**src/rtl/fj_pkg.sv**
```systemverilog
package fj_pkg;

    typedef enum logic {
        BR_F = 1'b0,
        BR_G = 1'b1
    } branch_e;

    // The branch with fewer stages feeds the buffer; ties go to G.
    function automatic branch_e short_branch(input int lat_f, input int lat_g);
        return (lat_g <= lat_f) ? BR_G : BR_F;
    endfunction

    function automatic int max_int(input int a, input int b);
        return (a > b) ? a : b;
    endfunction

    function automatic int min_int(input int a, input int b);
        return (a < b) ? a : b;
    endfunction

    // Width of a counter that must hold the values 0..n.
    function automatic int cnt_width(input int n);
        return (n < 1) ? 1 : $clog2(n + 1);
    endfunction

endpackage

```
**src/rtl/fj_delay_pipe.sv**
```systemverilog
module fj_delay_pipe #(
    parameter int W   = 16,
    parameter int LAT = 1
) (
    input  logic         clk,
    input  logic         rst,
    input  logic         up_valid,
    input  logic [W-1:0] up_data,
    output logic         up_ready,
    output logic         dn_valid,
    output logic [W-1:0] dn_data,
    input  logic         dn_ready
);
    logic [LAT-1:0] vld;
    logic [W-1:0]   dat  [LAT];
    logic [LAT:0]   room;
    logic [LAT-1:0] srcv;
    logic [W-1:0]   srcd [LAT];

    assign room[LAT] = dn_ready;

    for (genvar i = 0; i < LAT; i++) begin : g_stage
        // A stage can take a word if it is empty or its own word moves on.
        assign room[i] = !vld[i] || room[i+1];
        if (i == 0) begin : g_head
            assign srcv[i] = up_valid;
            assign srcd[i] = up_data;
        end else begin : g_body
            assign srcv[i] = vld[i-1];
            assign srcd[i] = dat[i-1];
        end
    end

    always_ff @(posedge clk) begin
        if (rst) begin
            vld <= '0;
        end else begin
            for (int i = 0; i < LAT; i++) begin
                if (room[i]) vld[i] <= srcv[i];
            end
        end
    end

    always_ff @(posedge clk) begin
        for (int i = 0; i < LAT; i++) begin
            if (room[i] && srcv[i]) dat[i] <= srcd[i];
        end
    end

    assign up_ready = room[0];
    assign dn_valid = vld[LAT-1];
    assign dn_data  = dat[LAT-1];

endmodule

```
**src/rtl/fj_fifo.sv**
```systemverilog
module fj_fifo #(
    parameter int W     = 16,
    parameter int DEPTH = 2
) (
    input  logic         clk,
    input  logic         rst,
    input  logic         push,
    input  logic [W-1:0] push_data,
    input  logic         pop,
    output logic [W-1:0] head_data,
    output logic         full,
    output logic         empty
);
    import fj_pkg::*;

    localparam int AW = (DEPTH > 1) ? $clog2(DEPTH) : 1;
    localparam int CW = cnt_width(DEPTH);
    localparam logic [AW-1:0] LAST = AW'(DEPTH - 1);

    logic [W-1:0]  mem [DEPTH];
    logic [AW-1:0] wr_ptr, rd_ptr;
    logic [CW-1:0] count;

    assign full      = (count == CW'(DEPTH));
    assign empty     = (count == '0);
    assign head_data = mem[rd_ptr];

    always_ff @(posedge clk) begin
        if (rst) begin
            wr_ptr <= '0;
            rd_ptr <= '0;
            count  <= '0;
        end else begin
            if (push) wr_ptr <= (wr_ptr == LAST) ? '0 : wr_ptr + 1'b1;
            if (pop)  rd_ptr <= (rd_ptr == LAST) ? '0 : rd_ptr + 1'b1;
            case ({push, pop})
                2'b10:   count <= count + 1'b1;
                2'b01:   count <= count - 1'b1;
                default: count <= count;
            endcase
        end
    end

    always_ff @(posedge clk) begin
        if (push) mem[wr_ptr] <= push_data;
    end

    // writer and reader respect the full and empty flags
    p_no_overflow_r3: assert property (@(posedge clk) disable iff (rst) push |-> !full);
    p_no_underflow_r3: assert property (@(posedge clk) disable iff (rst) pop |-> !empty);

endmodule

```
**src/rtl/fj_join.sv**
```systemverilog
module fj_join #(
    parameter int W = 16
) (
    input  logic         f_valid,
    input  logic [W-1:0] f_data,
    input  logic         g_valid,
    input  logic [W-1:0] g_data,
    output logic         out_valid,
    output logic [W-1:0] out_data,
    input  logic         out_ready,
    output logic         fire
);
    assign out_valid = f_valid && g_valid;
    assign out_data  = f_data + g_data;
    assign fire      = out_valid && out_ready;
endmodule

```
**src/rtl/elastic_fork_join.sv**
```systemverilog
module elastic_fork_join #(
    parameter int DATA_W     = 16,
    parameter int LAT_F      = 3,
    parameter int LAT_G      = 1,
    parameter int FIFO_DEPTH = 2
) (
    input  logic              clk,
    input  logic              rst,
    input  logic              in_valid,
    output logic              in_ready,
    input  logic [DATA_W-1:0] in_data,
    output logic              out_valid,
    input  logic              out_ready,
    output logic [DATA_W-1:0] out_data
);
    import fj_pkg::*;

    localparam branch_e SHORT     = short_branch(LAT_F, LAT_G);
    localparam int      LAT_LONG  = max_int(LAT_F, LAT_G);
    localparam int      LAT_SHORT = min_int(LAT_F, LAT_G);

    logic              l_up_ready, s_up_ready, fork_go;
    logic              l_valid, s_valid, s_room;
    logic [DATA_W-1:0] l_data, s_data, q_data;
    logic              q_push, q_full, q_empty, consume;
    logic              f_valid, g_valid;
    logic [DATA_W-1:0] f_data, g_data;

    // Fork: a word enters only when both branches can take it.
    assign in_ready = l_up_ready && s_up_ready;
    assign fork_go  = in_valid && in_ready;

    fj_delay_pipe #(.W(DATA_W), .LAT(LAT_LONG)) u_long (
        .clk      (clk),
        .rst      (rst),
        .up_valid (fork_go),
        .up_data  (in_data),
        .up_ready (l_up_ready),
        .dn_valid (l_valid),
        .dn_data  (l_data),
        .dn_ready (consume)
    );

    fj_delay_pipe #(.W(DATA_W), .LAT(LAT_SHORT)) u_short (
        .clk      (clk),
        .rst      (rst),
        .up_valid (fork_go),
        .up_data  (in_data),
        .up_ready (s_up_ready),
        .dn_valid (s_valid),
        .dn_data  (s_data),
        .dn_ready (s_room)
    );

    assign s_room = !q_full;
    assign q_push = s_valid && s_room;

    fj_fifo #(.W(DATA_W), .DEPTH(FIFO_DEPTH)) u_skew (
        .clk       (clk),
        .rst       (rst),
        .push      (q_push),
        .push_data (s_data),
        .pop       (consume),
        .head_data (q_data),
        .full      (q_full),
        .empty     (q_empty)
    );

    // Route long-branch and buffered results to the F and G operands.
    if (SHORT == BR_G) begin : g_f_long
        assign f_valid = l_valid;
        assign f_data  = l_data;
        assign g_valid = !q_empty;
        assign g_data  = q_data;
    end else begin : g_g_long
        assign f_valid = !q_empty;
        assign f_data  = q_data;
        assign g_valid = l_valid;
        assign g_data  = l_data;
    end

    fj_join #(.W(DATA_W)) u_join (
        .f_valid   (f_valid),
        .f_data    (f_data),
        .g_valid   (g_valid),
        .g_data    (g_data),
        .out_valid (out_valid),
        .out_data  (out_data),
        .out_ready (out_ready),
        .fire      (consume)
    );

    // a stalled result is held
    p_out_hold_r4: assert property (@(posedge clk) disable iff (rst)
        (out_valid && !out_ready) |=> out_valid);
    p_data_hold_r4: assert property (@(posedge clk) disable iff (rst)
        (out_valid && !out_ready) |=> $stable(out_data));
    // the first cycle after reset shows an empty block
    p_reset_clear_r7: assert property (@(posedge clk) disable iff (rst)
        $past(rst) |-> (!out_valid && in_ready));

endmodule

```
**config.mk**
```make
export PLATFORM = sky130hd
export DESIGN_NAME = elastic_fork_join
export DESIGN_NICKNAME = d
export VERILOG_FILES = /design/src/rtl/fj_pkg.sv /design/src/rtl/fj_delay_pipe.sv /design/src/rtl/fj_fifo.sv /design/src/rtl/fj_join.sv /design/src/rtl/elastic_fork_join.sv
export SDC_FILE = /design/constraint.sdc
export NUM_CORES = 1
export LEC_CHECK = 0
export ABC_AREA = 0
export BUFFER_PORTS_ARGS = -buffer_cell sky130_fd_sc_hd__buf_4
export CAP_MARGIN = 0
export CORE_UTILIZATION = 43
export CTS_BUF_LIST = sky130_fd_sc_hd__clkbuf_8
export CTS_CLUSTER_SIZE = 40
export DETAILED_ROUTE_END_ITERATION = 8
export GPL_ROUTABILITY_DRIVEN = 0
export SLEW_MARGIN = 5
export SYNTH_ARGS = -nofsm -noshare
export SYNTH_HDL_FRONTEND = slang
export SYNTH_SLANG_ARGS = --single-unit
export TNS_END_PERCENT = 30
```
**constraint.sdc**
```tcl
create_clock -name clk -period 2.6 [get_ports clk]
set_clock_uncertainty 0.05 [all_clocks]
set_input_delay 0.39 -clock clk [delete_from_list [all_inputs] [get_ports clk]]
set_output_delay 0.39 -clock clk [all_outputs]
set_load 0.01 [all_outputs]
```
; ---- After elaboration in Yosys (flattened, before gate mapping)
; Memory sizes are Yosys's and may differ from the RTL's. A register that Yosys moved wholly into a read port is not among the register bits.
; Cells that the tools add are included.
[totals]
reg_bits = 8
ramBits = 96
output_inout_bits = 18
mem_count = 3
[classes]
addsub = 5
eq_ne = 3
n_mux = 15
n_reduce_logical = 21
[memory_table]
columns = memory, depth, word_bits, read_ports, rd_clocked_by_memory_dff, write_ports, line
row1 = u_long.dat, 3, 16, 3, 0, 3, fj_delay_pipe.sv:15  ; logic [W-1:0] dat [LAT];
row2 = u_skew.mem, 2, 16, 1, 1, 1, fj_fifo.sv:20  ; logic [W-1:0] mem [DEPTH];
row3 = u_short.dat, 1, 16, 1, 0, 1, fj_delay_pipe.sv:15
[ops]
columns = operator, count
row1 = 16-bit adder, 1
row2 = 1-bit 2-to-1 mux, 14
row3 = 1-bit logical AND, 9
row4 = 1-bit logical NOT, 6
row5 = 2-bit equality test (second input constant), 2
row6 = 1-bit logical OR, 4
row7 = 2-bit one-hot mux with 2 select lines, 1
row8 = 1-bit adder (second input constant), 2
row9 = 2-bit by 1-bit adder with 2-bit output (second input constant), 1
row10 = 2-bit by 1-bit equality test with 1-bit output (second input constant), 1
row11 = 2-bit logical NOT, 1
row12 = 2-bit nonzero test, 1
row13 = 2-bit by 1-bit subtractor with 2-bit output (second input constant), 1

; ---- Depth between registers and ports, before layout
[logic_depth]
depth_word = 12
depth_mapped = 10
mapped_depth_nobuf = 9

; ---- Cells and area by module
; Synthesis repeated with hierarchy kept, for this count alone.
[hier_totals]
hier_cells = 277
hier_area_um2 = 4350.4
[modules_own_cells]
columns = module, instances, cells_each, area_per_inst_um2, seq_area_each_um2
row1 = fj_delay_pipe at u_long, 1, 79, 1695.4, 1501.4
row2 = fj_fifo, 1, 72, 1356.3, 1061.0
row3 = fj_join, 1, 100, 737.0, 0.0
row4 = fj_delay_pipe at u_short, 1, 21, 535.5, 500.5
row5 = elastic_fork_join, 1, 5, 26.3, 0.0

; ---- Least setup slack after synthesis
; Ideal clock, no wire load.
[synth_path]
kind = register -> output
start = register with a tool-made name
end = output port out_data[15]
arrival_time_ps = 2290
setup_slack_ps = -130
stages_incl_launch_ff = 10
n_path_buf = 2
path_cell_list = dfxtp_1 > buf_2 > buf_2 > mux2_2 > ha_1 > a211oi_1 > o211ai_1 > a21oi_1 > o31ai_2 > xnor2_1
[synth_rtl]
columns = item, line
row1 = "end, declared", elastic_fork_join.sv:14  ; output logic [DATA_W-1:0] out_data

==> summary.txt <==
Timing
  – Final WS setup: -0.444 ns
  – Final setup vio count: 13
  – Hold Fails Final Rpt: 0
  – Final period utilization: 1.17
  – RSZ-0062 raised after global routing: true
  – Max Fclk: 329 MHz
  – Max Slew Vio Count: 0
  – Setup TNS: -4.59 ns
  – Slew @ Worst Pin: 0.298 ns
  – Slew Limit Headroom: 0.801
  – Post-layout min period: 3.04 ns

Setup path
  – WP data arrival: 2.60 ns
  – Critical Path Sink Type: primary output
  – Crit Reg-Reg Startpoint: u_skew.count[0]$_SDFFE_PP0P_
  – CP peak stage delay: 0.41 ns
  – Startpoint Class: flip-flop
  – Crit path max-delay cell type: dfxtp_4
  – CP required: 2.16 ns
  – WS Path Type: reg -> out
  – Worst-path fanout max: 6
  – Critical path, cell by cell: buf_12, mux2_4, ha_4, buf_6, nand4_1, a21oi_2, nor3_4, o31ai_4, xnor2_2, buf_4

Power and ir drop
  – Cell leakage power: 2.09 nW
  – PwrDens: 622 mW/mm²
  – Worst vdd rail ir drop: 0.334 mV

Cells and area
  – Area of the multi-input gates: 0.00147 mm²
  – Leading cell type in the layout, fill and taps excluded: edfxtp_1
  – Final core occ: 0.598
  – Antenna Cells: 0
  – Most frequent cells in the layout: edfxtp_1, buf_4, nor2_1, ha_4, nand2_1
  – Nets: 398
  – Total area of sequential cells: 0.00307 mm²
  – Filler cells: 720
  – Share of cells above drive strength 1: 0.443
  – Design Area, Final: 0.00563 mm²
  – Area growth syn-to-layout: 32.1%

Global routing
  – Total gr overflow: 0
  – Initial antenna violation count: 0
  – Tot GR Track Use: 0.166
  – Number of global-route vias before repair: 2475
  – First-pass GRT wire length: 12500 µm
  – Largest net degree at the start of global routing: 19

Job
  – Max cap viols: 0

Placed design
  – Placement Cell Area: 0.00499 mm²
  – Post-DP HPWL: 5170 µm
  – IO buf count: 37

Routing
  – DR vias/cell: 4.98
  – Drt first pass iters: 4
  – Post-route DRC violation count: 0
  – Routed vias: 2463
  – DR iter-0 viols: 125
  – Remaining antenna violation count: 0
  – Routed len/inst: 16.0 µm
  – Routed wire length: 7900 µm

Logic synthesis
  – Post-Syn Nets: 306
  – Number of synthesized register bits: 105
  – Synth cell types: 43
  – Syn_area_per_cell: 15.8 µm²
  – Seq/Total Area, Yosys: 0.719
  – Post-synth EDFFs: 96
  – Post-Synthesis Cells: 269
  – Ranking of synthesized cells by area: edfxtp_1, ha_1, dfxtp_1
  – Top-area cell type share of the netlist area: 0.677
  – Main flop type after synthesis: edfxtp_1
  – Syn. warnings: 0
  – Asr flop ratio synth: 0
  – Largest area contributor in the netlist: edfxtp_1
  – Syn Std Cell Area: 0.00426 mm²

Clock network
  – Cts bufs inserted: 9
  – CTS clock-pin slew for the worst setup and hold paths: 0.10 ns
  – Worst-Skew Late Latency: 0.37 ns
  – Clock sinks: 105
  – Clk buf depth: 2
  – CTS Hold Buffers Added: 0
  – Clock root cell: clkbuf_8
  – H-Tree Depth: 3
  – CTS tree: done

Die
  – Die area: 0.0103 mm²
  – Rows: 35
  – Core area: 0.00942 mm²
  – Die width: 102 µm
  – Die height: 102 µm
  – Initial core utilization: 0.452
  – # IOs: 38

Outcome
  – Failing checks: negative setup slack
  – Outcome: finished, violations left

Worst hold path
  – Type of the worst min-delay path: in -> reg
  – Min-delay src: in_data[12]
## power by group
group	internal [mW]	switching, mW
Combinational	0.268	0.248
Clock	0.455	0.572
Sequential	1.93	0.0320
Total	2.65	0.852
## cells in the mapped netlist (all sizes together) (2+ instances only)
cell     n
nor3     2
nor2    19
o211ai   2
buf      5
nand4    2
edfxtp  96
dfxtp    9
and3     4
o31ai    3
xnor2    9
nor2b    3
mux2    14
mux2i    2
o21a     2
nand2   11
a211oi   4
xor2     8
a21oi   17
a21boi   2
inv      8
a21o     6
nand3    2
ha      16
o21ai   13
## cell type report
type                    instances  area share
clock buffers                   9      0.0220
flip-flops and latches        105       0.545
clock inverters                 7      0.0140
well taps                     129      0.0287
multi-input cells             151       0.260
inverters                       8     0.00534
repair buffers                 86       0.125
## per-layer routing
metal | global-route usage | part of all wire
met5 | 0 | 0
met4 | 0.0769 | 0.019
met3 | 0.0248 | 0.025
met2 | 0.255 | 0.48
met1 | 0.236 | 0.48
## worst paths after layout
kind                                       end  slack, ns  depth (start not counted)
setup / recovery                  out_data[15]      -0.44                         10
hold / removal     u_long.dat[0][12]$_DFFE_PP_       0.15                          1
hold reg to reg    u_long.dat[0][27]$_DFFE_PP_       0.37                          0
setup reg to reg  u_short.dat[0][12]$_DFFE_PP_       0.64                          6
## worst max-delay path, delay by kind of cell (launching register included)
kind                       cells  cell delay, ns
AOI/OAI and AO/OA              2            0.50
and+or+nand+nor                2            0.18
buffers and inverters          3            0.38
muxes                          1            0.32
xor gates and xnor gates       1            0.16
adders and majority gates      1            0.30
DFF                            1            0.41
## repair_timing
item / CTS / global route
pin swaps: 18 / 19
setup buffers: 8 / 4
endpoints found under the setup margin: 14 / 14
cloned: 1 / 0
resized for setup: 38 / 17
## flip-flops by register name (all words and copies together), names as in the netlist, named ones only
| name | cells |
|---|---|
| u_short.dat | 16 |
| u_skew.rd_ptr | 1 |
| u_skew.count | 2 |
| u_skew.mem | 32 |
| u_skew.wr_ptr | 1 |
| u_long.vld | 3 |
| u_long.dat | 48 |
| u_short.dn_valid | 1 |
## logic make-up (layout without fill, tap and decap cells)
group	Yosys count	in the layout	synth area share
compound gates	54	54	0.0863
flops	105	105	0.719
simple gates	47	47	0.0532
xor+xnor	17	17	0.0350
mux	16	16	0.0417
fa+ha+maj	17	17	0.0517
buf+inv	13	110	0.0132
## stage by stage
stage | power, mW | hold WS (ns) | setup WS, ns | instances
2_1_floorplan | 2.22 | 0.350 | 0.0105 | 269
3_5_place_dp | 2.43 | 0.355 | -0.259 | 466
5_1_grt | 3.63 | 0.135 | -0.584 | 495
3_3_place_gp | 2.42 | 0.351 | -0.208 | 466
6_report | 3.50 | 0.150 | -0.444 | 495
4_1_cts | 3.51 | 0.132 | -0.477 | 491
(Power assumes the default switching activity.)
